===== config.mk =====
export PLATFORM = sky130hd
export DESIGN_NAME = hs_zero_supp
export DESIGN_NICKNAME = d
export VERILOG_FILES = /design/src/rtl/hs_pkg.sv /design/src/rtl/hs_phase_timer.sv /design/src/rtl/hs_hold_shift.sv /design/src/rtl/hs_write_arb.sv /design/src/rtl/hs_zero_supp.sv
export SDC_FILE = /design/constraint.sdc
export NUM_CORES = 1
export LEC_CHECK = 0
export ABC_AREA = 1
export ABC_CLOCK_PERIOD_IN_PS = 1620
export CORE_ASPECT_RATIO = 1.1
export CORE_UTILIZATION = 49
export DETAILED_ROUTE_END_ITERATION = 8
export PLACE_DENSITY = 0.77
export SYNTH_ARGS = -nofsm -noshare
export SYNTH_HDL_FRONTEND = slang
export SYNTH_HIERARCHICAL = 1
export SYNTH_SLANG_ARGS = --single-unit

===== constraint.sdc =====
create_clock -name clk -period 1.62 [get_ports clk]
set_input_delay 0.405 -clock clk [delete_from_list [all_inputs] [get_ports clk]]
set_output_delay 0.405 -clock clk [all_outputs]
set_load 0.03 [all_outputs]

===== src/rtl/hs_pkg.sv =====
package hs_pkg;

  typedef enum logic [1:0] {
    SRC_NONE = 2'd0,
    SRC_MARK = 2'd1,
    SRC_PEND = 2'd2,
    SRC_CAND = 2'd3
  } wr_src_e;

  // Write-port priority: marker, then held hit, then the live slot.
  function automatic wr_src_e pick_source(input logic mark_due,
                                          input logic pend_full,
                                          input logic cand_vld);
    if (mark_due)       return SRC_MARK;
    else if (pend_full) return SRC_PEND;
    else if (cand_vld)  return SRC_CAND;
    else                return SRC_NONE;
  endfunction

endpackage


===== src/rtl/hs_phase_timer.sv =====
module hs_phase_timer #(
  parameter int NCH         = 4,
  parameter int MARK_PERIOD = 8,
  parameter int TS_W        = 8
) (
  input  logic                   clk,
  input  logic                   rst_n,
  output logic [$clog2(NCH)-1:0] slot,
  output logic                   load,
  output logic                   mark_due,
  output logic [TS_W-1:0]        mark_seq
);
  localparam int PH_W = $clog2(NCH);
  localparam int MT_W = $clog2(MARK_PERIOD);
  localparam logic [PH_W-1:0] PH_LAST = PH_W'(NCH - 1);
  localparam logic [MT_W-1:0] MT_LAST = MT_W'(MARK_PERIOD - 1);

  logic [PH_W-1:0] ph_q;
  logic [MT_W-1:0] mt_q;
  logic [TS_W-1:0] seq_q;

  always_ff @(posedge clk) begin
    if (!rst_n) begin
      ph_q  <= '0;
      mt_q  <= '0;
      seq_q <= '0;
    end else begin
      ph_q <= ph_q + 1'b1;
      mt_q <= (mt_q == MT_LAST) ? '0 : mt_q + 1'b1;
      if (mt_q == MT_LAST) seq_q <= seq_q + 1'b1;
    end
  end

  assign slot     = ph_q;
  assign load     = (ph_q == PH_LAST);
  assign mark_due = (mt_q == MT_LAST);
  assign mark_seq = seq_q;

  // a new group always starts at slot 0 right after a capture
  p_load_then_slot0_r2: assert property (@(posedge clk) disable iff (!rst_n)
    load |=> (slot == '0));
endmodule


===== src/rtl/hs_hold_shift.sv =====
module hs_hold_shift #(
  parameter int NCH    = 4,
  parameter int CC_W   = 4,
  parameter int FINE_W = 2,
  parameter int DW     = 9
) (
  input  logic                    clk,
  input  logic                    rst_n,
  input  logic                    load,
  input  logic [$clog2(NCH)-1:0]  slot,
  input  logic [NCH-1:0]          in_vld,
  input  logic [NCH*CC_W-1:0]     in_cc,
  input  logic [NCH*FINE_W-1:0]   in_fine,
  output logic                    cand_vld,
  output logic [DW-1:0]           cand_word
);
  logic              hv_q [NCH];
  logic [CC_W-1:0]   hc_q [NCH];
  logic [FINE_W-1:0] hf_q [NCH];

  for (genvar g = 0; g < NCH; g++) begin : g_hold
    always_ff @(posedge clk) begin
      if (!rst_n) begin
        hv_q[g] <= 1'b0;
        hc_q[g] <= '0;
        hf_q[g] <= '0;
      end else if (load) begin
        hv_q[g] <= in_vld[g];
        hc_q[g] <= in_cc[g*CC_W +: CC_W];
        hf_q[g] <= in_fine[g*FINE_W +: FINE_W];
      end
    end
  end

  assign cand_vld  = hv_q[slot];
  assign cand_word = {1'b0, slot, hc_q[slot], hf_q[slot]};
endmodule


===== src/rtl/hs_write_arb.sv =====
module hs_write_arb
  import hs_pkg::*;
#(
  parameter int DW     = 9,
  parameter int ADDR_W = 9
) (
  input  logic              clk,
  input  logic              rst_n,
  input  logic              mark_due,
  input  logic [DW-1:0]     mark_word,
  input  logic              cand_vld,
  input  logic [DW-1:0]     cand_word,
  output logic              wr_en,
  output logic [ADDR_W-1:0] wr_addr,
  output logic [DW-1:0]     wr_data,
  output logic              drop,
  output logic              pend_full
);
  wr_src_e           src;
  logic [DW-1:0]     pend_word;
  logic [DW-1:0]     sel_word;
  logic [ADDR_W-1:0] ptr_q;

  assign src  = pick_source(mark_due, pend_full, cand_vld);
  assign drop = mark_due && pend_full && cand_vld;

  always_comb begin
    unique case (src)
      SRC_MARK: sel_word = mark_word;
      SRC_PEND: sel_word = pend_word;
      SRC_CAND: sel_word = cand_word;
      default:  sel_word = '0;
    endcase
  end

  always_ff @(posedge clk) begin
    if (!rst_n) begin
      pend_full <= 1'b0;
      pend_word <= '0;
    end else begin
      unique case (src)
        SRC_MARK: if (cand_vld && !pend_full) begin
          pend_full <= 1'b1;
          pend_word <= cand_word;
        end
        SRC_PEND: begin
          pend_full <= cand_vld;
          if (cand_vld) pend_word <= cand_word;
        end
        default: ;
      endcase
    end
  end

  always_ff @(posedge clk) begin
    if (!rst_n) begin
      wr_en   <= 1'b0;
      wr_addr <= '0;
      wr_data <= '0;
      ptr_q   <= '0;
    end else begin
      wr_en <= (src != SRC_NONE);
      if (src != SRC_NONE) begin
        wr_addr <= ptr_q;
        wr_data <= sel_word;
        ptr_q   <= ptr_q + 1'b1;
      end
    end
  end

  p_marker_wins_r7: assert property (@(posedge clk) disable iff (!rst_n)
    mark_due |=> (wr_en && wr_data[DW-1]));
  p_hit_parked_r7: assert property (@(posedge clk) disable iff (!rst_n)
    (mark_due && cand_vld && !pend_full) |=> (pend_full && pend_word == $past(cand_word)));
  p_drop_keeps_slot_r8: assert property (@(posedge clk) disable iff (!rst_n)
    drop |=> (pend_full && $stable(pend_word)));
  p_idle_no_write_r4: assert property (@(posedge clk) disable iff (!rst_n)
    (!mark_due && !pend_full && !cand_vld) |=> !wr_en);
endmodule


===== src/rtl/hs_zero_supp.sv =====
module hs_zero_supp #(
  parameter int NCH         = 4,
  parameter int CC_W        = 4,
  parameter int FINE_W      = 2,
  parameter int ADDR_W      = 9,
  parameter int MARK_PERIOD = 8
) (
  input  logic                           clk,
  input  logic                           rst_n,
  input  logic [NCH-1:0]                 hit_vld,
  input  logic [NCH*CC_W-1:0]            hit_cc,
  input  logic [NCH*FINE_W-1:0]          hit_fine,
  output logic                           wr_en,
  output logic [ADDR_W-1:0]              wr_addr,
  output logic [$clog2(NCH)+CC_W+FINE_W:0] wr_data
);
  localparam int CH_W  = $clog2(NCH);
  localparam int DW    = 1 + CH_W + CC_W + FINE_W;
  localparam int TS_W  = DW - 1;
  localparam int GAP_W = $clog2(MARK_PERIOD) + 1;

  logic [CH_W-1:0] slot;
  logic            load;
  logic            mark_due;
  logic [TS_W-1:0] mark_seq;
  logic            cand_vld;
  logic [DW-1:0]   cand_word;
  logic            drop;
  logic            pend_full;

  hs_phase_timer #(.NCH(NCH), .MARK_PERIOD(MARK_PERIOD), .TS_W(TS_W)) u_timer (
    .clk(clk), .rst_n(rst_n), .slot(slot), .load(load),
    .mark_due(mark_due), .mark_seq(mark_seq)
  );

  hs_hold_shift #(.NCH(NCH), .CC_W(CC_W), .FINE_W(FINE_W), .DW(DW)) u_hold (
    .clk(clk), .rst_n(rst_n), .load(load), .slot(slot),
    .in_vld(hit_vld), .in_cc(hit_cc), .in_fine(hit_fine),
    .cand_vld(cand_vld), .cand_word(cand_word)
  );

  hs_write_arb #(.DW(DW), .ADDR_W(ADDR_W)) u_arb (
    .clk(clk), .rst_n(rst_n),
    .mark_due(mark_due), .mark_word({1'b1, mark_seq}),
    .cand_vld(cand_vld), .cand_word(cand_word),
    .wr_en(wr_en), .wr_addr(wr_addr), .wr_data(wr_data),
    .drop(drop), .pend_full(pend_full)
  );

  // Checker state: marker spacing and address stepping seen at the ports.
  logic              mark_out;
  logic [GAP_W-1:0]  gap_q;
  logic              seen_q;
  logic [ADDR_W-1:0] last_addr_q;

  assign mark_out = wr_en && wr_data[DW-1];

  always_ff @(posedge clk) begin
    if (!rst_n) begin
      gap_q       <= '0;
      seen_q      <= 1'b0;
      last_addr_q <= '0;
    end else begin
      gap_q <= mark_out ? GAP_W'(1) : gap_q + 1'b1;
      if (wr_en) begin
        seen_q      <= 1'b1;
        last_addr_q <= wr_addr;
      end
    end
  end

  p_mark_gap_r6: assert property (@(posedge clk) disable iff (!rst_n)
    mark_out |-> (gap_q == GAP_W'(MARK_PERIOD)));
  p_addr_step_r9: assert property (@(posedge clk) disable iff (!rst_n)
    (wr_en && seen_q) |-> (wr_addr == last_addr_q + 1'b1));
  p_addr_first_r9: assert property (@(posedge clk) disable iff (!rst_n)
    (wr_en && !seen_q) |-> (wr_addr == '0));
endmodule


# After elaboration in Yosys (flattened, before gate mapping)
# Memory sizes are Yosys's and may differ from the RTL's. A register that Yosys moved wholly into a read port is not among the register bits.
# Index checks and enable logic that the tools add are counted.
# Widths: inputs -> output; s select.
# totals
inputBits	30
wordCells	71
mem_count	3
reg_bits	51
output_inout_bits	19
ramBits	28
# mem_list
memory	words	width	rd	rd_ports_with_merged_regs	wr	line	text
u_hold.hc_q	4	4	1	1	4	hs_hold_shift.sv:18	logic [CC_W-1:0] hc_q [NCH];
u_hold.hf_q	4	2	1	1	4	hs_hold_shift.sv:19	logic [FINE_W-1:0] hf_q [NCH];
u_hold.hv_q	4	1	1	1	4	hs_hold_shift.sv:17	logic hv_q [NCH];
# op_classes
n_mux	28
eq_ne	7
n_addsub	4
reduce_logical	7
bitwise_logic	13
# ops
operator	count
$pmux 9 s3	1
$mux 2	10
$mux 9	2
$pmux 9 s2	1
$mux 4	4
$or 1x1->1	12
$add 9x1->9 const B	1
$mux 1	9
$add 8x1->8 const B	1
$eq 2x2->1 const B	3
$ne 2x1->1 const B	2
$reduce_bool 2->1	2
$add 3x1->3 const B	1
$eq 3x3->1 const B	1
$reduce_and 3->1	1
$add 2x1->2 const B	1
$eq 2x1->1 const B	1
$pmux 1 s2	1
$reduce_and 2->1	1
$reduce_or 2->1	1
$logic_and 1x1->1	1
$logic_not 1->1	1
$not 1->1	1

# Logic depth before layout (Yosys ltp)
# Gate-level depths: netlist (run 1).
# logic_depth
ltp_word	6
mapped_depth	13
depth_no_buf	11

# Hierarchy
# The synthesis (run 1) kept the hierarchy.
# modules_own_cells
module	n_inst	cells_each	area_each_um2	seq_area_each_um2
hs_write_arb	1	209	1594.0	760.7
hs_hold_shift	1	175	1431.4	830.8
hs_phase_timer	1	67	528.0	260.2
hs_zero_supp	1	1	3.8	0.0

# Least setup slack after synthesis (run 1)
# OpenSTA, ideal clock, no wires.
# synth_path
path_kind	flip-flop to flip-flop
startpoint	register u_timer.ph_q[0], in the netlist u_timer/slot[0]
endpoint	memory u_hold.hc_q[0][0], enable pin
arrival_ns	1.319
period_less_slack_ns	1.704
stages_incl_launch_ff	4
setup_time_ns	0.385
path_buffers	0
path_slack_ns	-0.084
required_time_ns	1.235
path_cell_list	dfxtp_1 -> ha_1 -> inv_1 -> nand2_1
# synth_lines
element	line	text
from (decl)	hs_phase_timer.sv:18	logic [PH_W-1:0] ph_q;
from (signal assigned)	hs_phase_timer.sv:28	ph_q <= ph_q + 1'b1;
to (decl)	hs_hold_shift.sv:18	

==> results of run 1 <==
[power groups by stage]
stage | registers, uW | clock network, uW | logic, uW
5_1_grt | 2240 | 1390 | 796
3_5_place_dp | 2280 | 0 | 735
4_1_cts | 2230 | 1280 | 700
2_1_floorplan | 2380 | 0 | 332
6_report | 2220 | 1250 | 721
3_3_place_gp | 2270 | 0 | 724
[through the flow]
stage	hold slack (ps)	setup WS (ps)	utilization [%]	area (sq um)	instances
after floorplan	399	66.0	-	3560	451
after CTS	425	34.4	62.3	4360	604
after global placement	408	40.7	60.3	4230	589
final	419	112	63.0	4410	606
after global routing	441	-7.01	63.0	4410	606
after detailed placement	415	0.616	60.3	4230	589
[state kept, by name (all words and copies together) (netlist names)]
| signal | count |
|---|---|
| u_timer/mt_q | 3 |
| u_timer/slot | 2 |
| u_hold/hv_q | 4 |
| u_arb/wr_data | 9 |
| u_hold/hf_q | 8 |
| u_arb/pend_word | 9 |
| u_hold/hc_q | 16 |
| u_timer/mark_seq | 8 |
| u_arb/pend_full | 1 |
| u_arb/wr_en | 1 |
| u_arb/ptr_q | 9 |
| u_arb/wr_addr | 9 |
[timing repair]
action / in CTS / in global routing
pin swaps: 0 / 1
gates resized for setup: 20 / 9
hold endpoints to repair: 0 / 0
setup endpoints to repair: 20 / 17
setup buffers: 0 / 2
[final cells by class]
class,instances,share of cell area (%)
Tap cell,85,2.41
Timing Repair Buffer,75,15.7
Sequential cell,79,42.0
Inverter,88,7.49
Multi-Input combinational cell,264,28.8
Clock inverter,2,0.227
Clock buffer,13,3.37
[routing by layer]
layer / vias up / part of all wire [%] / global-route usage [%]
met5: - / 0 / 0
met4: 0 / 3.1 / 12.5
met3: 17 / 3.7 / 4.27
met2: 58 / 48 / 32.4
met1: 1326 / 45 / 24.1
li1: 1544 / - / -
[worst paths after layout]
kind | depth (start not counted) | start | slack, ps | end
worst max-delay path | 6 | u_timer/slot[0] | 110 | u_hold/hc_q[1][1]
worst min-delay path | 1 | u_timer/mt_q[0] | 420 | u_timer/mt_q[0]
worst max register to register | 6 | u_timer/slot[0] | 110 | u_hold/hc_q[1][1]
worst min register to register | 1 | u_timer/mt_q[0] | 420 | u_timer/mt_q[0]
[cell usage in the layout, fill, tap and decap left out]
cell              n
a31oi_1           9
edfxtp_1         27
nand2_2           4
nand4_1           3
clkbuf_8         10
inv_1            84
o21ai_0          24
conb_1            2
clkbuf_1          3
nor3_1            3
clkdlybuf4s50_1  29
clkinv_2          2
dlygate4sd2_1    19
dfxtp_4           1
nor2_4            1
nor2_1           56
nor2_2            2
buf_12            2
buf_4            24
nand3_4           2
ha_1              5
o21ai_1           9
dfxtp_1          51
nand2_1          76
nand3_1          31
a21oi_1          28
nor3_2            1
inv_2             4
o21bai_1          8
buf_8             1
[worst reg2reg max path, stage by stage, from the launching register on]
cell and delay, ps:
dfxtp_4 390, buf_4 140, buf_4 140, ha_1 210, inv_1 70, nand2_2 80
buf_12 180
==> results_dict.tcl, run 1 <==
set metrics [dict create \
    grt_usage_pct 20.0 \
    drv_cap 0 \
    path_delay_family "buffers and inverters" \
    cts.htree.levels 3 \
    p_leak_uw 0.00200 \
    syn_area_sq_um 3550 \
    holdCritPathClass "register to register" \
    finalSetupTns_ps 0 \
    critPathKind "register to register" \
    min_period_ps 1510 \
    drt_iter0_drc 150 \
    cp-start-kind "register" \
    drive_above_1_share_pct 10.4 \
    cp_slowest_cell "dfxtp_4" \
    nets 552 \
    path_cells "buf_4 > buf_4 > ha_1 > inv_1 > nand2_2 > buf_12" \
    vias 2945 \
    cp.required_ps 1670 \
    fmax_mhz 663 \
    cp_data_arrival_time_ps 1560 \
    post_drt_wl_per_cell_um 11.4 \
    num_rows 32 \
    num_antenna_cells 0 \
    switching_share_pct 27.2 \
    crit_path_max_fanout 28 \
    cpMostUsedCell "buf_4" \
    hold_viol_final 0 \
    crit_buf_inv 4 \
    status "complete, no violations" \
    drc 0 \
    regArea_sq_um 1860 \
    pwr-share-seq_pct 53.0 \
    dp_hpwl_um 4890 \
    antenna_found_initial 0 \
    cts_hold_buf 0 \
    grt-ovfl-total 0 \
    ios 49 \
    switchingPower_uw 1140 \
    synthesis.instances 451 \
    power_uw 4190 \
    cts_buffer_depth 2 \
    clock_sinks 79 \
    die_y_um 91.3 \
    final.setup_skew_ps 10.3 \
    gp_congestion 0.972 \
    chipWidth_um 83.2 \
    clk_latency_ps 350 \
    clock-root-buffer "clkbuf_8" \
    finalSetupViolCount 0 \
    cts_buffers 9 \
    dr.pass1.iters 4 \
    grt_pass1_wl_um 12000 \
    multi_input_area_sq_um 1270 \
    p_per_area_nw_per_um2 950 \
    ir_drop_mv 0.452 \
    grt_pass1_vias 2747 \
    core_sq_um 7010 \
    path_clk_slew_ps 70 \
    fillers 619 \
    finalCritPeriodShare_pct 93.1 \
    area_growth_pct 24.2 \
    vias_per_cell 4.86 \
    synth_fp_nets 486 \
    initial_core_util_pct 50.7 \
    grt_start_max_net_pins 29 \
    slowest_delay_ps 390 \
    power_frac_clock_pct 29.8 \
    drtAntennaViolNets 0 \
    port_buffers 48 \
    die_area_sq_um 7600 \
    drv_slew 0 \
    worst_setup_path_end_kind "register" \
    p_comb_share_pct 17.2 \
    syn_avg_cell_area_sq_um 7.88 \
    drt_wl_total_um 6890 \
    cts_tree "yes" \
    internal_power_uw 3050 \
    ys_warn_count 6 \
]
No activity file was read; power rests on OpenSTA's default activity.
==> run 2, diff against run 1 <==
- CORE_UTILIZATION: 49 -> 45
- PLACE_DENSITY: 0.77 -> 0.72
==> results_dict.tcl, run 2 (synthesis results as in run 1) <==
set metrics [dict create \
    dp.cells 608 \
    grt-ovfl-total 0 \
    cts_hold_buf 0 \
    largest_reg_flops 16 \
    rr_startpoint "u_timer/slot[0]" \
    hold_viol_final 0 \
    layout_setup_ws_ps 117 \
    hold-path-cell-count 1 \
    grt_start_max_net_pins 29 \
    crit_start "u_arb/wr_data[6]" \
    fillers 676 \
    drtAntennaViolNets 0 \
    vias_per_cell 4.72 \
    dr.pass1.iters 4 \
    holdWs_ps 421 \
    p_leak_uw 0.00203 \
    finalSetupViolCount 0 \
    cts_tree "yes" \
    fmax_mhz 665 \
    cp_data_arrival_time_ps 1100 \
    drv_slew 0 \
    path_cells "dlygate4sd2_1" \
    initial_core_util_pct 47.0 \
    nets 551 \
    cts_buffers 9 \
    clock_sinks 79 \
    critPathKind "register to output port" \
    fin_cells 626 \
    area_growth_pct 26.9 \
    path_clk_slew_ps 80 \
    final_cell_mix "inv_1 (85), nand2_1 (76), nor2_1 (56)" \
    core_sq_um 7560 \
    worst_setup_path_end_kind "output port" \
    largest-register "u_hold/hc_q" \
    drive_above_1_share_pct 10.6 \
    chipWidth_um 86.7 \
    antenna_found_initial 0 \
    dp_hpwl_um 4960 \
    drt_iter0_drc 126 \
    cp-start-kind "register" \
    status "complete, no violations" \
    power_uw 4580 \
    die_area_sq_um 8260 \
    worstReg2RegEnd "u_arb/wr_addr[0]" \
    ios 49 \
    rrSetupSlack_ps 140 \
    holdCritPathClass "register to register" \
    port_buffers 48 \
    grt_usage_pct 19.0 \
    num_rows 33 \
    gp_congestion 0.890 \
    num_antenna_cells 0 \
    clock-root-buffer "clkbuf_8" \
    vias 2953 \
    crit_buf_inv 1 \
    clk_latency_ps 350 \
    ir_drop_mv 0.394 \
    drv_cap 0 \
    cp_slowest_cell "dlygate4sd2_1" \
    cp.required_ps 1210 \
    path_delay_family "buffers and inverters" \
    min_to "u_timer/mt_q[0]" \
    hold_start "u_timer/mt_q[0]" \
    drt_wl_total_um 7070 \
    finalCritPeriodShare_pct 92.8 \
    cts_buffer_depth 2 \
    drc 0 \
    grt_pass1_wl_um 12000 \
    layout_commonest_cell "inv_1" \
    crit_path_max_fanout 2 \
    p_per_area_nw_per_um2 1010 \
    reg2reg_depth 10 \
    grt_pass1_vias 2731 \
    final.setup_skew_ps 12.9 \
    final_util_pct 59.7 \
    slowest_delay_ps 410 \
    min_period_ps 1500 \
    post_drt_wl_per_cell_um 11.3 \
    cts.htree.levels 3 \
    die_y_um 95.2 \
    dp_slack_ps 37.3 \
]
-- run 2: cell types whose count changed in the layout (fill, tap and decap cells not counted), sizes merged --
cell	before	now
buf	27	26
clkbuf	13	14
clkinv	2	1
clkinvlp	0	1
-- run 2: how the worst max path moves through the flow --
stage	endpoint	slack, ps	cells after the start
6_report	wr_data[6]	120	1
5_1_grt	u_arb/ptr_q[7]	-6	12
4_1_cts	u_arb/ptr_q[7]	30	12
3_5_place_dp	u_arb/ptr_q[7]	40	12
3_3_place_gp	u_hold/hv_q[0]	50	4
2_1_floorplan	u_arb/wr_addr[1]	70	10
-- run 2: final cells by class --
type | instances | area [sq um] | area share (%)
clock buffer | 14 | 228 | 5.05
clock inverter | 2 | 12.5 | 0.277
inverter | 88 | 330 | 7.32
multi-input combinational | 264 | 1260 | 27.9
sequential | 79 | 1860 | 41.1
tap | 105 | 131 | 2.91
timing repair buffer | 74 | 693 | 15.4
-- run 2: per-layer routing --
metal | vias up | share of wire [%] | wire (um) | GRT usage (%)
met4 | 0 | 2.2 | 158 | 10.6
li1 | 1549 | - | - | -
met2 | 67 | 47 | 3330 | 31.7
met5 | - | 0 | 0 | 0
met1 | 1323 | 47 | 3310 | 23.4
met3 | 14 | 3.8 | 271 | 3.20
-- run 2: timing repair --
action,in CTS,in global routing
buffers inserted,0,2
resized for setup,19,9
setup endpoints to repair,19,17
-- run 2: through the flow --
stage	instance area [sq um]	setup TNS (ps)
finish	4510	0
global route	4510	-6.48
CTS	4470	0
detailed placement	4260	0
global placement	4260	0
floorplan	3560	0
-- run 2: report_power, final --
part / leakage [uW] / switching [uW] / internal [uW]
combinational: 0.00121 / 427 / 293
sequential: 0.000706 / 55.0 / 2170
clock: 0.000119 / 703 / 929
total: 0.00203 / 1180 / 3390
